==> src/rtl/lvt_pkg.sv <==
package lvt_pkg;

    typedef enum logic [1:0] {
        MODE_ONESHOT  = 2'b00,
        MODE_PERIODIC = 2'b01,
        MODE_DEADLINE = 2'b10
    } lvt_mode_e;

    localparam int ADDR_W     = 3;
    localparam int DIV_CODE_W = 3;
    localparam int MASK_BIT   = 16;
    localparam int MODE_LO    = 17;

    localparam logic [ADDR_W-1:0] A_CTRL  = 3'd0;
    localparam logic [ADDR_W-1:0] A_START = 3'd1;
    localparam logic [ADDR_W-1:0] A_COUNT = 3'd2;
    localparam logic [ADDR_W-1:0] A_DIV   = 3'd3;
    localparam logic [ADDR_W-1:0] A_DLINE = 3'd4;

    typedef struct packed {
        logic [7:0] vec;
        logic       mask;
        lvt_mode_e  mode;
    } lvt_cfg_t;

    function automatic lvt_mode_e mode_decode(input logic [1:0] f);
        case (f)
            2'b01:   return MODE_PERIODIC;
            2'b10:   return MODE_DEADLINE;
            default: return MODE_ONESHOT;
        endcase
    endfunction

    function automatic logic [DIV_CODE_W-1:0] div_pack(input logic [3:0] raw);
        return {raw[3], raw[1:0]};
    endfunction

    function automatic logic [3:0] div_unpack(input logic [DIV_CODE_W-1:0] c);
        return {c[2], 1'b0, c[1:0]};
    endfunction

endpackage

==> src/rtl/lvt_prescaler.sv <==
module lvt_prescaler
    import lvt_pkg::*;
(
    input  logic                  clk_i,
    input  logic                  rst_i,
    input  logic                  restart_i,
    input  logic [DIV_CODE_W-1:0] code_i,
    output logic                  tick_o
);
    localparam int PW = (1 << DIV_CODE_W) - 1;

    logic [PW-1:0]         cnt_q;
    logic [PW-1:0]         limit;
    logic [DIV_CODE_W-1:0] sh;

    always_comb begin
        sh = DIV_CODE_W'(PW - 1) - code_i;
        if (code_i == '1) limit = '0;
        else              limit = {PW{1'b1}} >> sh;
    end

    assign tick_o = (cnt_q == limit);

    always_ff @(posedge clk_i) begin
        if (rst_i || restart_i) cnt_q <= '0;
        else if (tick_o)        cnt_q <= '0;
        else                    cnt_q <= cnt_q + 1'b1;
    end
endmodule

==> src/rtl/lvt_countdown.sv <==
module lvt_countdown
    import lvt_pkg::*;
#(
    parameter int CW = 32
) (
    input  logic          clk_i,
    input  logic          rst_i,
    input  logic          tick_i,
    input  lvt_mode_e     mode_i,
    input  logic          load_i,
    input  logic [CW-1:0] load_val_i,
    input  logic          clear_i,
    output logic [CW-1:0] cur_o,
    output logic [CW-1:0] init_o,
    output logic          fire_o
);
    logic [CW-1:0] cur_q, init_q;
    logic          run;

    assign run    = tick_i && (cur_q != '0) && (mode_i != MODE_DEADLINE);
    assign fire_o = run && (cur_q == CW'(1)) && !load_i && !clear_i;

    always_ff @(posedge clk_i) begin
        if (rst_i || clear_i) begin
            cur_q  <= '0;
            init_q <= '0;
        end else if (load_i) begin
            cur_q  <= load_val_i;
            init_q <= load_val_i;
        end else if (run) begin
            if (cur_q == CW'(1))
                cur_q <= (mode_i == MODE_PERIODIC) ? init_q : '0;
            else
                cur_q <= cur_q - 1'b1;
        end
    end

    assign cur_o  = cur_q;
    assign init_o = init_q;
endmodule

==> src/rtl/lvt_deadline.sv <==
module lvt_deadline #(
    parameter int DW = 32
) (
    input  logic          clk_i,
    input  logic          rst_i,
    input  logic          active_i,
    input  logic          wr_i,
    input  logic [DW-1:0] wval_i,
    input  logic [DW-1:0] tsc_i,
    output logic [DW-1:0] dl_o,
    output logic          fire_o
);
    logic [DW-1:0] dl_q;

    assign fire_o = active_i && (dl_q != '0) && (tsc_i >= dl_q) && !wr_i;

    always_ff @(posedge clk_i) begin
        if (rst_i || !active_i) dl_q <= '0;
        else if (wr_i)          dl_q <= wval_i;
        else if (fire_o)        dl_q <= '0;
    end

    assign dl_o = dl_q;
endmodule

==> src/rtl/lvt_irq_latch.sv <==
module lvt_irq_latch #(
    parameter int VEC_W = 8
) (
    input  logic             clk_i,
    input  logic             rst_i,
    input  logic             set_i,
    input  logic [VEC_W-1:0] vec_i,
    input  logic             ack_i,
    output logic             irq_o,
    output logic [VEC_W-1:0] vec_o
);
    always_ff @(posedge clk_i) begin
        if (rst_i) begin
            irq_o <= 1'b0;
            vec_o <= '0;
        end else if (set_i) begin
            irq_o <= 1'b1;
            vec_o <= vec_i;
        end else if (ack_i) begin
            irq_o <= 1'b0;
        end
    end
endmodule

==> src/rtl/lvt_timer.sv <==
module lvt_timer
    import lvt_pkg::*;
#(
    parameter int DW    = 32,
    parameter int VEC_W = 8
) (
    input  logic              clk_i,
    input  logic              rst_i,
    input  logic              wr_en_i,
    input  logic [ADDR_W-1:0] addr_i,
    input  logic [DW-1:0]     wdata_i,
    output logic [DW-1:0]     rdata_o,
    input  logic [DW-1:0]     tsc_i,
    input  logic              irq_ack_i,
    output logic              irq_o,
    output logic [VEC_W-1:0]  irq_vec_o
);
    lvt_cfg_t              cfg_q;
    logic [DIV_CODE_W-1:0] div_q;
    lvt_mode_e             new_mode;
    logic wr_ctrl, wr_start, wr_div, wr_dline;
    logic cd_load, cd_clear, tick, cd_fire, dl_fire, dl_active;
    logic [DW-1:0] cur_cnt, init_cnt, dl_val;

    assign wr_ctrl  = wr_en_i && (addr_i == A_CTRL);
    assign wr_start = wr_en_i && (addr_i == A_START);
    assign wr_div   = wr_en_i && (addr_i == A_DIV);
    assign wr_dline = wr_en_i && (addr_i == A_DLINE);

    assign new_mode  = mode_decode(wdata_i[MODE_LO +: 2]);
    assign dl_active = (cfg_q.mode == MODE_DEADLINE);
    assign cd_clear  = wr_ctrl && (new_mode == MODE_DEADLINE);
    assign cd_load   = wr_start && !dl_active;

    always_ff @(posedge clk_i) begin
        if (rst_i) begin
            cfg_q <= '{vec: '0, mask: 1'b0, mode: MODE_ONESHOT};
            div_q <= '0;
        end else begin
            if (wr_ctrl) begin
                cfg_q.vec  <= wdata_i[7:0];
                cfg_q.mask <= wdata_i[MASK_BIT];
                cfg_q.mode <= new_mode;
            end
            if (wr_div) div_q <= div_pack(wdata_i[3:0]);
        end
    end

    lvt_prescaler u_presc (
        .clk_i     (clk_i),
        .rst_i     (rst_i),
        .restart_i (wr_start || wr_div),
        .code_i    (div_q),
        .tick_o    (tick)
    );

    lvt_countdown #(.CW(DW)) u_count (
        .clk_i      (clk_i),
        .rst_i      (rst_i),
        .tick_i     (tick),
        .mode_i     (cfg_q.mode),
        .load_i     (cd_load),
        .load_val_i (wdata_i),
        .clear_i    (cd_clear),
        .cur_o      (cur_cnt),
        .init_o     (init_cnt),
        .fire_o     (cd_fire)
    );

    lvt_deadline #(.DW(DW)) u_dline (
        .clk_i    (clk_i),
        .rst_i    (rst_i),
        .active_i (dl_active),
        .wr_i     (wr_dline),
        .wval_i   (wdata_i),
        .tsc_i    (tsc_i),
        .dl_o     (dl_val),
        .fire_o   (dl_fire)
    );

    lvt_irq_latch #(.VEC_W(VEC_W)) u_irq (
        .clk_i (clk_i),
        .rst_i (rst_i),
        .set_i ((cd_fire || dl_fire) && !cfg_q.mask),
        .vec_i (VEC_W'(cfg_q.vec)),
        .ack_i (irq_ack_i),
        .irq_o (irq_o),
        .vec_o (irq_vec_o)
    );

    always_comb begin
        rdata_o = '0;
        case (addr_i)
            A_CTRL: begin
                rdata_o[7:0]          = cfg_q.vec;
                rdata_o[MASK_BIT]     = cfg_q.mask;
                rdata_o[MODE_LO +: 2] = cfg_q.mode;
            end
            A_START: rdata_o = init_cnt;
            A_COUNT: rdata_o = cur_cnt;
            A_DIV:   rdata_o[3:0] = div_unpack(div_q);
            A_DLINE: rdata_o = dl_val;
            default: rdata_o = '0;
        endcase
    end
endmodule

==> config.mk <==
export PLATFORM = sky130hd
export DESIGN_NAME = lvt_timer
export DESIGN_NICKNAME = d
export VERILOG_FILES = /design/src/rtl/lvt_pkg.sv /design/src/rtl/lvt_prescaler.sv /design/src/rtl/lvt_countdown.sv /design/src/rtl/lvt_deadline.sv /design/src/rtl/lvt_irq_latch.sv /design/src/rtl/lvt_timer.sv
export SDC_FILE = /design/constraint.sdc
export NUM_CORES = 1
export LEC_CHECK = 0
export ABC_CLOCK_PERIOD_IN_PS = 2500
export BUFFER_PORTS_ARGS = -buffer_cell sky130_fd_sc_hd__buf_2
export CORE_ASPECT_RATIO = 1.5
export CORE_MARGIN = 2
export CORE_UTILIZATION = 45
export DETAILED_ROUTE_END_ITERATION = 10
export PLACE_DENSITY_LB_ADDON = 0.2
export SLEW_MARGIN = 0
export SYNTH_ARGS = -nofsm -noshare
export SYNTH_HDL_FRONTEND = slang
export SYNTH_SLANG_ARGS = --single-unit
export TNS_END_PERCENT = 10
==> constraint.sdc <==
create_clock -name clk_i -period 2.5 [get_ports clk_i]
set_input_delay 0 -clock clk_i [delete_from_list [all_inputs] [get_ports clk_i]]
set_output_delay 0 -clock clk_i [all_outputs]
set_load 0.01 [all_outputs]
==> results.cfg, run 1 <==
[grt]
antenna_found_initial = 0
grt_max_degree = 44
grt_pass1_vias = 8124
grt.overflow.total = 0
globalRouteTotalUtil_pct = 31.3
grt_pass1_wl_microns = 41800

[placement]
port_buffers = 111
place.gp.congestion = 0.940
dpl.cell_count = 1314
hpwl_microns = 19500

[layout]
final_util_pct = 63.5
area_delta_synth_final_pct = 38.7
final_common_cell = nand2_1
finalNonFillerCells = 1386
num_antenna_cells = 0
drive_gt1_share_pct = 29.5
layout_common_cells = nand2_1, a21oi_1, buf_4, dfxtp_1, buf_2
finalNetCount = 1280
fill_cells = 1463

[critical_path]
crit_type = reg2reg
rr_startpoint = div_q[0]
crit_fanout = 5
end_kind = register
critPathLaunchType = register
r2r_cells = 13
reg2reg_slack_ns = -0.16
crit_arrival_ns = 3.01
reg2reg_to = u_irq.vec_o[0]
cp.required_ns = 2.85

[route]
vias = 8074
drt_iter0_drc = 645
vias_per_cell = 5.83
ant_nets = 0
drc_errors = 0
wl_per_cell_microns = 19.5
wl_microns = 27000
drtPass1Iterations = 5

[logic_synthesis]
synth_warnings = 0
netlist_top_cells_area = dfxtp_1, a21oi_1, ha_1
ys_ff_latch = 126
syn-cell-area_sq_um = 7380
synth-xor-area-share_pct = 1.31
synth_top_area_share_pct = 34.2
synth_edf_count = 0
yosysSeqAreaShare_pct = 34.2
synth_top_family_by_area = compound AO/OA/AOI/OAI gates
syn-instance-count = 945
syn_nets = 1058
synth_fa_ha_area_share_pct = 7.12
syn_avg_cell_area_sq_um = 7.81
synth-compound-area-share_pct = 27.2
synth_largest_area_cell = dfxtp_1
async_flop_share_pct = 0
yosys.area_share.simple_pct = 20.8
synth.area.mux_share_pct = 2.99
ys_types = 60
synthFlopType = dfxtp_1

[sta]
min_period_ns = 2.66
fin_skew_ns = 0.00923
rsz0062_at_grt = yes
final_hold_viol_count = 0
tns_ns = -2.01
slew_violations = 0
relSlewSlack_pct = 63.8
worst_pin_slew_ns = 0.542
max_clock_freq_ghz = 0.376
hold_slack_ns = 0.0560
setup_viol = 29
finalCritPeriodShare_pct = 106
layout_setup_ws_ns = -0.162

[pwr]
internal_power_uw = 5660
p_leak_uw = 0.00407
combPwrFrac_pct = 44.9
power.total_uw = 9040
p_switching_uw = 3370
p_clk_share_pct = 29.0
switching_share_pct = 37.3
powerDensity_nw_per_um2 = 883
ir_drop_uv = 558
p_seq_share_pct = 26.1

[floorplan]
die_w_microns = 109
chipHeight_microns = 161
ioPinCount = 112
fp-row-count = 57
initial_utilization_pct = 45.8
dieArea_sq_um = 17500
core_sq_um = 16100

[clocking]
clock-root-buffer = clkbuf_16
h-tree-depth = 4
worstSkewPairLatency_ns = 0.43
cts_tree = done
cts_max_path_buffers = 2
path_clk_slew_ns = 0.06
cts_sinks = 126
cts-buffers-inserted = 17

[run_status]
violations = negative setup slack
outcome = complete, but fails checks

[hold_path]
min_path_type = in2reg
worstHoldEndpoint = div_q[2]
hold_depth = 4
min_from = wr_en_i

[run]
max_cap_viol_count = 0
## worst max-delay path, cell delays in order, from the launching register on
cell	delay [ns]
dfxtp_4	0.37
ha_4	0.15
inv_4	0.05
ha_4	0.24
a211oi_4	0.17
xnor2_1	0.15
nand4_1	0.15
nor4_2	0.33
buf_4	0.17
buf_6	0.09
o21ai_4	0.05
o32ai_4	0.27
buf_6	0.18
mux2i_1	0.20
## logic make-up (layout without fill, tap and decap cells)
family,count (synthesis),count (layout)
adders and majority gates,42,42
AOI/OAI and AO/OA,316,316
muxes,22,22
DFF,126,126
and+or+nand+nor,320,320
xor gates and xnor gates,11,11
buffers and inverters,108,343
## sequential cells by signal, indices dropped and copies added (netlist names)
register,cells
u_presc.cnt_q,7
div_q,3
u_irq.vec_o,8
u_count.cur_o,32
u_count.init_o,32
u_dline.dl_o,32
u_irq.irq_o,1
cfg_q,11
## layer usage
metal | share of wire, % | vias up | GRT usage, % | wire, microns
met5 | 0 | - | 0 | 0
met4 | 7.5 | 0 | 22.1 | 2010
met3 | 5.4 | 89 | 5.03 | 1460
met2 | 51 | 319 | 54.5 | 13700
met1 | 36 | 3833 | 33.5 | 9810
li1 | - | 3833 | - | -
## power by group through the flow
stage	logic, uW	clock network [uW]	registers (uW)
3_5_place_dp	3730	0	2390
6_report	4060	2620	2360
4_1_cts	3880	2630	2350
5_1_grt	4420	2720	2380
2_1_floorplan	2310	0	2390
3_3_place_gp	3700	0	2390
## what timing repair did
action,4_1_cts,5_1_grt
endpoints found under the setup margin,61,73
setup buffers,6,1
resized for setup,28,69
hold buffers,34,0
gates cloned,1,0
hold endpoints to repair,91,0
pin swaps,14,53
## layout make-up
cell class                 instances  area [sq um]  area share (%)
inverter                          45           171            1.67
clock inverter                    12           158            1.54
multi-input combinational        711          4770            46.6
sequential                       126          2540            24.9
tap                              206           258            2.52
clock buffer                      20           467            4.56
timing repair buffer             266          1870            18.3
## worst max path at each step
| stage | from | endpoint | slack [ns] | cells past startpoint |
|---|---|---|---|---|
| floorplan | u_dline.dl_o[14] | u_dline.dl_o[10] | -0.02 | 10 |
| global placement | div_q[0] | u_irq.vec_o[4] | -0.13 | 13 |
| detailed placement | div_q[0] | u_irq.vec_o[3] | -0.20 | 13 |
| CTS | div_q[0] | u_irq.vec_o[3] | -0.14 | 14 |
| global route | div_q[0] | u_irq.vec_o[7] | -0.30 | 13 |
| finish | div_q[0] | u_irq.vec_o[0] | -0.16 | 13 |
## cells in the mapped netlist (8+ instances only)
library cell,count
nand2b_1,26
dfxtp_1,126
ha_1,42
o21ai_0,59
o21a_1,11
a21o_1,10
clkbuf_1,46
nor3_1,15
nand2_1,135
mux2i_1,22
nor2b_1,8
nand4_1,10
nor2_1,56
a21oi_1,122
inv_1,45
nor4_1,21
a22o_1,34
nand3_1,21
a31o_1,9
a22oi_1,32
## stage by stage
step / cell area [sq um] / setup WS, ns
floorplan: 7400 / -0.0182
global placement: 8840 / -0.130
detailed placement: 8840 / -0.204
CTS: 10000 / -0.144
global route: 10200 / -0.304
finish: 10200 / -0.162
Power figures use the tool's default switching activity.
==> run 2, diff against run 1 <==
Settings changed: RECOVER_POWER set to 50.
==> results.cfg, run 2 (synthesized netlist as in run 1, its figures left out) <==
[run_status]
outcome = complete, but fails checks
violations = negative setup slack

[layout]
final_common_cell = nand2_1
area_delta_synth_final_pct = 38.3
drive_gt1_share_pct = 28.0
finalNetCount = 1280
layout_common_cells = nand2_1, a21oi_1, dfxtp_1, buf_4, buf_2
num_antenna_cells = 0

[clocking]
cts_max_path_buffers = 2
worstSkewPairLatency_ns = 0.43
clock-root-buffer = clkbuf_16
cts_tree = done
path_clk_slew_ns = 0.06
cts_sinks = 126
h-tree-depth = 4
cts-buffers-inserted = 17

[sta]
hold_slack_ns = 0.0552
slew_violations = 0
final_hold_viol_count = 0
setup_viol = 38
min_period_ns = 2.66
fin_skew_ns = 0.00969
max_clock_freq_ghz = 0.376
relSlewSlack_pct = 27.4
layout_setup_ws_ns = -0.160
rsz0062_at_grt = yes
worst_pin_slew_ns = 1.09
finalCritPeriodShare_pct = 106

[placement]
place.gp.congestion = 0.940
hpwl_microns = 19500
port_buffers = 111

[critical_path]
r2r_cells = 13
crit_type = reg2reg
cp.required_ns = 2.85
reg2reg_to = u_irq.vec_o[0]
rr_startpoint = div_q[0]
crit_arrival_ns = 3.01
end_kind = register
critPathLaunchType = register
reg2reg_slack_ns = -0.16
crit_start = div_q[0]
crit_fanout = 5

[route]
ant_nets = 0
wl_microns = 27000
wl_per_cell_microns = 19.5
drt_iter0_drc = 624
vias_per_cell = 5.83
drc_errors = 0
drtPass1Iterations = 9
vias = 8081

[grt]
antenna_found_initial = 0
grt.overflow.total = 0
globalRouteTotalUtil_pct = 31.3
grt_max_degree = 44
grt_pass1_wl_microns = 41800
grt_pass1_vias = 8124

[pwr]
ir_drop_uv = 560
powerDensity_nw_per_um2 = 885
power.total_uw = 9020
p_leak_uw = 0.00399

[floorplan]
die_w_microns = 109
core_sq_um = 16100
dieArea_sq_um = 17500
chipHeight_microns = 161
fp-row-count = 57
initial_utilization_pct = 45.8
ioPinCount = 112

[hold_path]
min_path_type = in2reg
worstHoldEndpoint = div_q[2]
min_from = wr_en_i
hold_depth = 4

[run]
max_cap_viol_count = 0
## run 2: worst max path at each step
| stage | end | slack [ns] | depth (start not counted) |
|---|---|---|---|
| 2_1_floorplan | u_dline.dl_o[10] | -0.02 | 10 |
| 3_3_place_gp | u_irq.vec_o[4] | -0.13 | 13 |
| 3_5_place_dp | u_irq.vec_o[3] | -0.20 | 13 |
| 4_1_cts | u_irq.vec_o[3] | -0.14 | 14 |
| 5_1_grt | u_irq.vec_o[7] | -0.30 | 13 |
| 6_report | u_irq.vec_o[0] | -0.16 | 13 |
## run 2: what timing repair did
| action | CTS | global route |
|---|---|---|
| gates cloned | 1 | 0 |
| buffers inserted | 6 | 1 |
| hold endpoints to repair | 91 | 0 |
| gates resized for setup | 28 | 69 |
| hold buffers | 34 | 0 |
| pin swaps | 14 | 53 |
| endpoints found under the setup margin | 61 | 73 |
## run 2: worst max-delay path: stages, from the launching register on
cell	delay, ns
dfxtp_4	0.37
ha_4	0.15
inv_4	0.05
ha_4	0.24
a211oi_4	0.16
xnor2_1	0.15
nand4_1	0.15
nor4_2	0.33
buf_4	0.17
buf_6	0.09
o21ai_4	0.05
o32ai_4	0.27
buf_6	0.18
mux2i_1	0.20
## run 2: routing by layer
layer / global-route usage, % / share of wire, % / wire length [microns]
met5: 0 / 0 / 0
met4: 22.1 / 7.7 / 2080
met3: 5.03 / 5.6 / 1520
met2: 54.5 / 50 / 13600
met1: 33.5 / 36 / 9770
## run 2: power breakdown
group          switching [uW]  internal, uW
clock                     960          1650
sequential                164          2190
combinational            2240          1810
## run 2: cell type report
| cell class | count | area [sq um] |
|---|---|---|
| Sequential cell | 126 | 2540 |
| Tap cell | 206 | 258 |
| Inverter | 45 | 171 |
| Fill cell | 1467 | 5920 |
| Clock inverter | 12 | 158 |
| Timing Repair Buffer | 266 | 1840 |
| Multi-Input combinational cell | 711 | 4770 |
| Clock buffer | 20 | 467 |
## run 2: per-stage QoR
| stage | TNS [ns] | instance area [sq um] | worst slack (ns) | std cells | util, % |
|---|---|---|---|---|---|
| after detailed placement | -4.89 | 8840 | -0.204 | 1314 | 54.9 |
| after global placement | -4.13 | 8840 | -0.130 | 1314 | 54.9 |
| after global routing | -7.96 | 10200 | -0.304 | 1386 | 63.3 |
| after floorplan | -0.545 | 7400 | -0.0182 | 945 | - |
| final | -2.24 | 10200 | -0.160 | 1386 | 63.3 |
| after CTS | -2.65 | 10000 | -0.144 | 1387 | 62.1 |
